File: config.mk
export PLATFORM = sky130hd
export DESIGN_NAME = genlock_ctrl
export DESIGN_NICKNAME = d
export VERILOG_FILES = /design/src/rtl/genlock_pkg.sv /design/src/rtl/gl_sync_edge.sv /design/src/rtl/gl_ref_monitor.sv /design/src/rtl/gl_lock_qual.sv /design/src/rtl/genlock_ctrl.sv
export SDC_FILE = /design/constraint.sdc
export NUM_CORES = 1
export LEC_CHECK = 0
export ABC_AREA = 0
export CAP_MARGIN = 20
export CORE_MARGIN = 2
export CORE_UTILIZATION = 55
export DETAILED_ROUTE_END_ITERATION = 6
export HOLD_SLACK_MARGIN = 0.1
export PLACE_DENSITY = 0.81
export SETUP_SLACK_MARGIN = 0.2
export SLEW_MARGIN = 40
export SYNTH_ARGS = -nofsm -noshare
export SYNTH_HDL_FRONTEND = slang
export SYNTH_SLANG_ARGS = --single-unit
File: constraint.sdc
create_clock -name clk_i -period 4.8 [get_ports clk_i]
set_input_delay 0.48 -clock clk_i [delete_from_list [all_inputs] [get_ports clk_i]]
set_output_delay 0.48 -clock clk_i [all_outputs]
set_load 0.05 [all_outputs]
File: src/rtl/genlock_pkg.sv
package genlock_pkg;
  typedef enum logic [1:0] {
    ST_FREE = 2'd0,
    ST_ACQ  = 2'd1,
    ST_LOCK = 2'd2,
    ST_HOLD = 2'd3
  } gl_state_e;
endpackage

File: src/rtl/gl_sync_edge.sv
module gl_sync_edge #(
  parameter int unsigned STAGES = 2
) (
  input  logic clk_i,
  input  logic rst_ni,
  input  logic async_i,
  output logic rise_o
);
  // sh[STAGES-1] is the synchronised level, sh[STAGES] its previous value
  logic [STAGES:0] sh_q;

  always_ff @(posedge clk_i or negedge rst_ni) begin
    if (!rst_ni) sh_q <= '0;
    else         sh_q <= {sh_q[STAGES-1:0], async_i};
  end

  assign rise_o = sh_q[STAGES-1] & ~sh_q[STAGES];

  a_r4_rise_single: assert property (@(posedge clk_i) disable iff (!rst_ni)
    rise_o |=> !rise_o);
endmodule

File: src/rtl/gl_ref_monitor.sv
module gl_ref_monitor #(
  parameter int unsigned TO_W = 16
) (
  input  logic            clk_i,
  input  logic            rst_ni,
  input  logic            edge_i,
  input  logic [TO_W-1:0] timeout_i,
  output logic            ref_ok_o
);
  logic [TO_W-1:0] gap_q;
  logic            ok_q;
  logic [TO_W-1:0] gap_nx;

  assign gap_nx = gap_q + TO_W'(1);

  always_ff @(posedge clk_i or negedge rst_ni) begin
    if (!rst_ni) begin
      gap_q <= '0;
      ok_q  <= 1'b0;
    end else if (edge_i) begin
      gap_q <= '0;
      ok_q  <= 1'b1;
    end else if (ok_q) begin
      if (gap_nx >= timeout_i) begin
        ok_q  <= 1'b0;
        gap_q <= '0;
      end else begin
        gap_q <= gap_nx;
      end
    end
  end

  assign ref_ok_o = ok_q;

  a_r4_edge_sets_ref: assert property (@(posedge clk_i) disable iff (!rst_ni)
    edge_i |=> ref_ok_o);
endmodule

File: src/rtl/gl_lock_qual.sv
module gl_lock_qual #(
  parameter int unsigned LK_W = 8
) (
  input  logic            clk_i,
  input  logic            rst_ni,
  input  logic            en_i,
  input  logic            lock_i,
  input  logic            edge_i,
  input  logic [LK_W-1:0] need_i,
  output logic            qual_o
);
  logic [LK_W-1:0] cnt_q;

  always_ff @(posedge clk_i or negedge rst_ni) begin
    if (!rst_ni)                cnt_q <= '0;
    else if (!en_i || !lock_i)  cnt_q <= '0;
    else if (edge_i && !qual_o) cnt_q <= cnt_q + LK_W'(1);
  end

  assign qual_o = (cnt_q >= need_i);

  a_r8_lock_low_clears: assert property (@(posedge clk_i) disable iff (!rst_ni)
    !lock_i |=> (!qual_o || need_i == '0));
endmodule

File: src/rtl/genlock_ctrl.sv
module genlock_ctrl
  import genlock_pkg::*;
#(
  parameter int unsigned TO_W        = 16,
  parameter int unsigned LK_W        = 8,
  parameter int unsigned SYNC_STAGES = 2
) (
  input  logic            clk_i,
  input  logic            rst_ni,
  input  logic            mode_reg_i,
  input  logic            mode_pin_i,
  input  logic            mode_src_i,
  input  logic            holdover_en_i,
  input  logic            href_i,
  input  logic            loop_lock_i,
  input  logic [TO_W-1:0] ref_timeout_i,
  input  logic [LK_W-1:0] lock_periods_i,
  output logic            no_ref_o,
  output logic            no_lock_o,
  output logic            bias_sel_o,
  output logic            lpf_hiz_o,
  output logic [1:0]      state_o
);
  gl_state_e state_q, state_d, lor_tgt;
  logic      gnlk, sync_rise, ref_ok, lock_qual;

  assign gnlk    = mode_src_i ? mode_reg_i : mode_pin_i;
  assign lor_tgt = holdover_en_i ? ST_HOLD : ST_FREE;

  gl_sync_edge #(.STAGES(SYNC_STAGES)) u_sync (
    .clk_i   (clk_i),
    .rst_ni  (rst_ni),
    .async_i (href_i),
    .rise_o  (sync_rise)
  );

  gl_ref_monitor #(.TO_W(TO_W)) u_refmon (
    .clk_i     (clk_i),
    .rst_ni    (rst_ni),
    .edge_i    (sync_rise),
    .timeout_i (ref_timeout_i),
    .ref_ok_o  (ref_ok)
  );

  gl_lock_qual #(.LK_W(LK_W)) u_lockq (
    .clk_i  (clk_i),
    .rst_ni (rst_ni),
    .en_i   (state_q == ST_ACQ),
    .lock_i (loop_lock_i),
    .edge_i (sync_rise),
    .need_i (lock_periods_i),
    .qual_o (lock_qual)
  );

  // loss of reference outranks lock events
  always_comb begin
    state_d = state_q;
    if (!gnlk) begin
      state_d = ST_FREE;
    end else begin
      unique case (state_q)
        ST_FREE: if (ref_ok) state_d = ST_ACQ;
        ST_ACQ: begin
          if (!ref_ok)        state_d = lor_tgt;
          else if (lock_qual) state_d = ST_LOCK;
        end
        ST_LOCK: begin
          if (!ref_ok)           state_d = lor_tgt;
          else if (!loop_lock_i) state_d = ST_ACQ;
        end
        ST_HOLD: if (ref_ok) state_d = ST_ACQ;
        default: state_d = ST_FREE;
      endcase
    end
  end

  always_ff @(posedge clk_i or negedge rst_ni) begin
    if (!rst_ni) state_q <= ST_FREE;
    else         state_q <= state_d;
  end

  always_comb begin
    unique case (state_q)
      ST_ACQ:  {no_ref_o, no_lock_o, bias_sel_o, lpf_hiz_o} = 4'b0100;
      ST_LOCK: {no_ref_o, no_lock_o, bias_sel_o, lpf_hiz_o} = 4'b0000;
      ST_HOLD: {no_ref_o, no_lock_o, bias_sel_o, lpf_hiz_o} = 4'b1101;
      default: {no_ref_o, no_lock_o, bias_sel_o, lpf_hiz_o} = 4'b1110;
    endcase
  end

  assign state_o = state_q;

  a_r2_off_forces_free: assert property (@(posedge clk_i) disable iff (!rst_ni)
    !gnlk |=> state_q == ST_FREE);

  a_r5_loss_to_free: assert property (@(posedge clk_i) disable iff (!rst_ni)
    (gnlk && !ref_ok && !holdover_en_i && (state_q == ST_ACQ || state_q == ST_LOCK))
    |=> state_q == ST_FREE);

  a_r7_hold_return: assert property (@(posedge clk_i) disable iff (!rst_ni)
    (gnlk && ref_ok && state_q == ST_HOLD) |=> state_q == ST_ACQ);

  a_r8_lock_drop: assert property (@(posedge clk_i) disable iff (!rst_ni)
    (gnlk && ref_ok && !loop_lock_i && state_q == ST_LOCK) |=> state_q == ST_ACQ);

  a_r11_loss_wins: assert property (@(posedge clk_i) disable iff (!rst_ni)
    (gnlk && !ref_ok && holdover_en_i && state_q == ST_LOCK) |=> state_q == ST_HOLD);

  a_r10_reset_free: assert property (@(posedge clk_i)
    !rst_ni |-> (state_q == ST_FREE && no_ref_o && no_lock_o));
endmodule

# Yosys cells after proc, flatten, opt, wreduce, memory -nomap -nowiden
# Index checks and enable logic that the tools add are counted.
# word_totals
mem_bits_rw,0
ff_bits,30
rom_bits,0
word_cells,50
latchBits,0
memories,0
in_bits,32
out_inout_bits,6
# classes
n_div,0
mux,21
multipliers,0
n_lt_le_gt_ge,2
addsub,2
bitwise,2
n_shift,0
n_reduce_logical,12
n_eq_ne,6
# ops
cell,count
16-bit 2-to-1 mux,3
"16-bit by 1-bit adder with 16-bit output, second input constant",1
16-bit >= comparator,1
8-bit 2-to-1 mux,2
2-bit 2-to-1 mux,7
"8-bit by 1-bit adder with 8-bit output, second input constant",1
8-bit >= comparator,1
1-bit 2-to-1 mux,8
"4-bit inequality test, second input constant",2
2-bit case mux with 3 select lines,1
"2-bit equality test, second input constant",2
2-bit nonzero test,2
2-bit OR reduction,2
1-bit zero test,3
"3-bit by 2-bit inequality test with 1-bit output, second input constant",1
3-bit AND reduction,1
3-bit OR reduction,1
"2-bit by 1-bit equality test with 1-bit output, second input constant",1
2-bit zero test,1
1-bit AND,1
1-bit logical AND,1
1-bit logical OR,1
1-bit inverter,1

# Logic depth before layout (Yosys ltp)
# depth
word_depth,5
ltp_mapped,13
ltp_nobuf,11

# Modules after synthesis
# A second synthesis with hierarchy kept.
# hier_totals
cells_unflattened,267
area_unflattened_um2,2323.5
# by_module_without_submodules
mod,seq_area_each_um2,area_each_um2,instances,cells_per_inst
gl_ref_monitor,425.4,1383.8,1,162
gl_lock_qual,200.2,636.9,1,74
genlock_ctrl,50.0,214.0,1,27
gl_sync_edge,75.1,88.8,1,4

# Least setup slack after synthesis
# OpenSTA, ideal clock, no wires.
# synth_path
path_kind,register to register
startpoint,register u_refmon.gap_q[0]
endpoint,register u_refmon.gap_q[15]
slack_ps,1828
t_required_ps,4669
n_path_buf,2
synth_period_minus_slack_ps,2972
arrival_time_ps,2841
stages_incl_launch_ff,14
setup_ps,131
cell_sequence,dfrtp_1 ha_1 nand4_1 or2_1 buf_2 o21a_1 or2_2 ha_1 nand4_1 nor4_1 a21oi_2 buf_4 nand4b_1 o211ai_1
# synth_between
elab_chain_cells,5
# synth_rtl
item,line_no,text
from (decl),gl_ref_monitor.sv:10,logic [TO_W-1:0] gap_q;
from (signal assigned),gl_ref_monitor.sv:28,gap_q <= gap_nx;
16-bit by 1-bit adder with 16-bit output *,gl_ref_monitor.sv:14,assign gap_nx = gap_q + TO_W'(1);
16-bit >= comparator,gl_ref_monitor.sv:24,if (gap_nx >= timeout_i) begin
16-bit 2-to-1 mux *,gl_ref_monitor.sv:24,
16-bit 2-to-1 mux *,gl_ref_monitor.sv:23,end else if (ok_q) begin
16-bit 2-to-1 mux *,gl_ref_monitor.sv:20,end else if (edge_i) begin
# Mark *: on every way between the ends. The rest lies on a longest branch, timed or not. The select of a mux whose other input is x is not followed.
# A chain may end at the register's enable or synchronous reset.

# Worst setup path in the final report
# layout_path
startpoint,register u_refmon.gap_q[0]
endpoint,register u_refmon.gap_q[13]
# Same word-level chain as after synthesis.

==> reports/metrics.cfg <==
[global_route]
grt_pass1_vias=2089
track_usage_pct=22.5
grt_util_met3_pct=3.85
grt_busiest_layer=met2
met1_usage_pct=29.9
antenna_found_initial=0
grt_max_degree=31
met2_usage_pct=38.3
grt_first_pass_wirelength_mm=9.09
grt_overflow=0

[logic_synthesis]
ys_seq_area_share_pct=30.7
synth_area_per_cell_um2=8.43
yosys.area.top_type_share_pct=30.7
synth_flop_cell=dfrtp_1
synthTopCellsByArea=dfrtp_1 (31%), ha_1 (16%), inv_1 (5.4%), nand2_1 (4.3%), nand3_1 (3.7%)
yosys-top-cells-count=inv_1 (35), ha_1 (31), dfrtp_1 (30), nand2_1 (28), nand3_1 (18)
synth_edf_count=0
synthCells=290
yosys_warnings=0
syn-num-nets=353
synth_async_sr_flop_share_pct=100
ys_ff_latch=30
syn-cell-area_um2=2440
yosysMostFrequentCell=inv_1
ys_types=44
yosysTopAreaCell=dfrtp_1

[placed_design]
io_buffers=37
place.gp.congestion=0.801
hpwl_mm=4.03

[drt]
routedWlPerCell_um=13.5
drtIter0Drc=102
drtPass1Iterations=4
drc_errors=0
totalWireLength_mm=5.15
viasPerCell=5.72
postRouteAntennaNets=0
num_vias=2175

[power]
combPwrFrac_pct=39.5
p_int_mw=0.503
switching_share_pct=38.6
power_frac_seq_pct=37.0
p_leak_nw=1.40
ir_drop_v=0.000265
p_sw_mw=0.316
p_clk_share_pct=23.5
pwr_density_cell_nw_per_um2=278

[clock_tree]
cts_hold_buf=0
clk_pin_slew_ns=0.06
cts_root_buf=clkbuf_8
cts_max_level=2
cts_tree=done
cts_buffer_depth=2
cts_resized=0
cts.sinks=30
numCtsBuffers=5
cts_setup_buffers=0
insertion_delay_ns=0.29

[timing]
finalSetupViolations=0
rsz0062_at_grt=no
max_slew_margin_pct=47.7
clock.fmax_ghz=0.285
hold_viol_final=0
skew_ns=0.00911
holdWs_ns=0.354
fin_crit_sh_pct=73.2
period_minus_slack_ns=3.51
worst_slew_pin_slew_ns=0.784
tns_ns=0
maxSlewViolCount=0

[worst_setup_path]
cp-end-kind=flop
worstPathCellList=ha_1, nand4_1, or2_1, o21a_1, or2_2, ha_1, a211oi_1, o211ai_1, a21oi_2, nand2_1, o211ai_1
crit_buf_inv=0
arrival_ns=3.71
crit_fanout=18
path_delay_family=compound AO/OA/AOI/OAI gates
cp.required_ns=5.00
critical_path.slowest_cell=a21oi_2
cp-start-kind=flop
slowest_delay_ns=0.62
critPathKind=reg2reg

[run_status]
outcome=completed

[die]
dieArea_um2=4990
num_rows=24
start_util_pct=56.5
io_pins=38
die_w_um=70.7
coreArea_um2=4320
die_h_um=70.7

[finish]
drive_above_1_share_pct=7.93
num-nets-final=391
nFillCells=342
area_growth_syn_to_layout_pct=20.4
antennaDiodeCount=0

[flow_run]
timing.max_cap.violations=0

[min_path]
holdCritPathClass=reg2reg

## power by group through the flow
stage / clock [mW] / combinational [mW] / sequential, mW
after CTS: 0.197 / 0.326 / 0.303
after global placement: 0 / 0.312 / 0.305
final: 0.193 / 0.323 / 0.303
after global routing: 0.209 / 0.359 / 0.307
after detailed placement: 0 / 0.324 / 0.308
after floorplan: 0 / 0.199 / 0.321
## per-layer routing
layer / routed length [µm] / share of wire [%]
met1: 2350 / 46
met3: 203 / 3.9
met4: 34 / 0.66
met2: 2560 / 50
met5: 0 / 0
## cell families (layout without fill, tap and decap cells)
| family | after synthesis | count (layout) | share of synthesized area, % |
|---|---|---|---|
| compound gates | 59 | 59 | 16.2 |
| xor+xnor | 10 | 10 | 3.58 |
| fa+ha+maj | 31 | 31 | 15.9 |
| buf+inv | 43 | 81 | 7.01 |
| flops | 30 | 30 | 30.7 |
| mux | 5 | 5 | 2.05 |
| simple gates | 112 | 112 | 24.6 |
## worst register-to-register path, cell delays in order, from the launching register on
cell	delay [ns]
dfrtp_1	0.43
ha_1	0.25
nand4_1	0.14
or2_1	0.32
o21a_1	0.22
or2_2	0.29
ha_1	0.19
a211oi_1	0.32
o211ai_1	0.21
a21oi_2	0.62
nand2_1	0.22
o211ai_1	0.21
## cell usage in the layout, fill, tap and decap left out, types with 2 or more instances in the layout
| master | count |
|---|---|
| o21bai_1 | 2 |
| a21o_1 | 2 |
| nand4b_1 | 3 |
| or2_1 | 2 |
| a211oi_1 | 4 |
| o22ai_1 | 2 |
| nand2_1 | 28 |
| a32o_1 | 4 |
| o21ai_0 | 13 |
| a31oi_1 | 4 |
| nand2b_1 | 3 |
| o21a_1 | 3 |
| clkinv_2 | 2 |
| buf_4 | 2 |
| o211ai_1 | 8 |
| nor2b_1 | 5 |
| a31o_2 | 2 |
| ha_1 | 31 |
| nand3_2 | 2 |
| and3_1 | 4 |
| xnor2_1 | 5 |
| mux2i_1 | 5 |
| nand3_1 | 18 |
| clkbuf_8 | 5 |
| nand4_1 | 10 |
| nor3_1 | 3 |
| clkdlybuf4s50_1 | 37 |
| or2_2 | 6 |
| a21oi_1 | 11 |
| xor2_1 | 5 |
| dfrtp_1 | 30 |
| nor3_2 | 2 |
| inv_1 | 35 |
| nor4_1 | 3 |
| nor2_1 | 16 |
## final timing paths
path / startpoint / to / slack, ns / depth (start not counted)
min in group asynchronous: rst_ni / state_o[1]$_DFFE_PN0P_ / 0.59 / 2
setup reg to reg: u_refmon.gap_q[0]$_DFFE_PN0P_ / u_refmon.gap_q[13]$_DFFE_PN0P_ / 1.29 / 11
max in group asynchronous: rst_ni / u_refmon.gap_q[1]$_DFFE_PN0P_ / 3.91 / 2
setup / recovery: u_refmon.gap_q[0]$_DFFE_PN0P_ / u_refmon.gap_q[13]$_DFFE_PN0P_ / 1.29 / 11
hold reg to reg: u_sync.sh_q[0]$_DFF_PN0_ / u_sync.sh_q[1]$_DFF_PN0_ / 0.35 / 0
hold / removal: u_sync.sh_q[0]$_DFF_PN0_ / u_sync.sh_q[1]$_DFF_PN0_ / 0.35 / 0
## through the flow
step / power, mW / util, % / instance area (µm²) / cells / worst slack (ns)
floorplan: 0.520 / - / 2440 / 290 / 1.83
global placement: 0.617 / 66.0 / 2860 / 373 / 1.48
detailed placement: 0.632 / 66.1 / 2860 / 373 / 1.37
CTS: 0.825 / 67.9 / 2940 / 380 / 1.34
global route: 0.876 / 68.1 / 2940 / 380 / 0.951
finish: 0.819 / 68.1 / 2940 / 380 / 1.29
## registers in the layout, indices dropped and copies added (netlist names)
name and flops:
state_o 2, u_refmon.ref_ok_o 1, u_refmon.gap_q 16, u_lockq.cnt_q 8, u_sync.sh_q 3
## layout make-up
class	count	area, µm²	share of cell area (%)
clock buffers	5	68.8	2.34
clock inverters	2	10.0	0.340
inverters	35	131	4.46
multi-input cells	217	1530	52.1
flip-flops and latches	30	751	25.5
well taps	52	65.1	2.21
repair buffers	39	385	13.1
No activity file was read; power rests on OpenSTA's default activity.
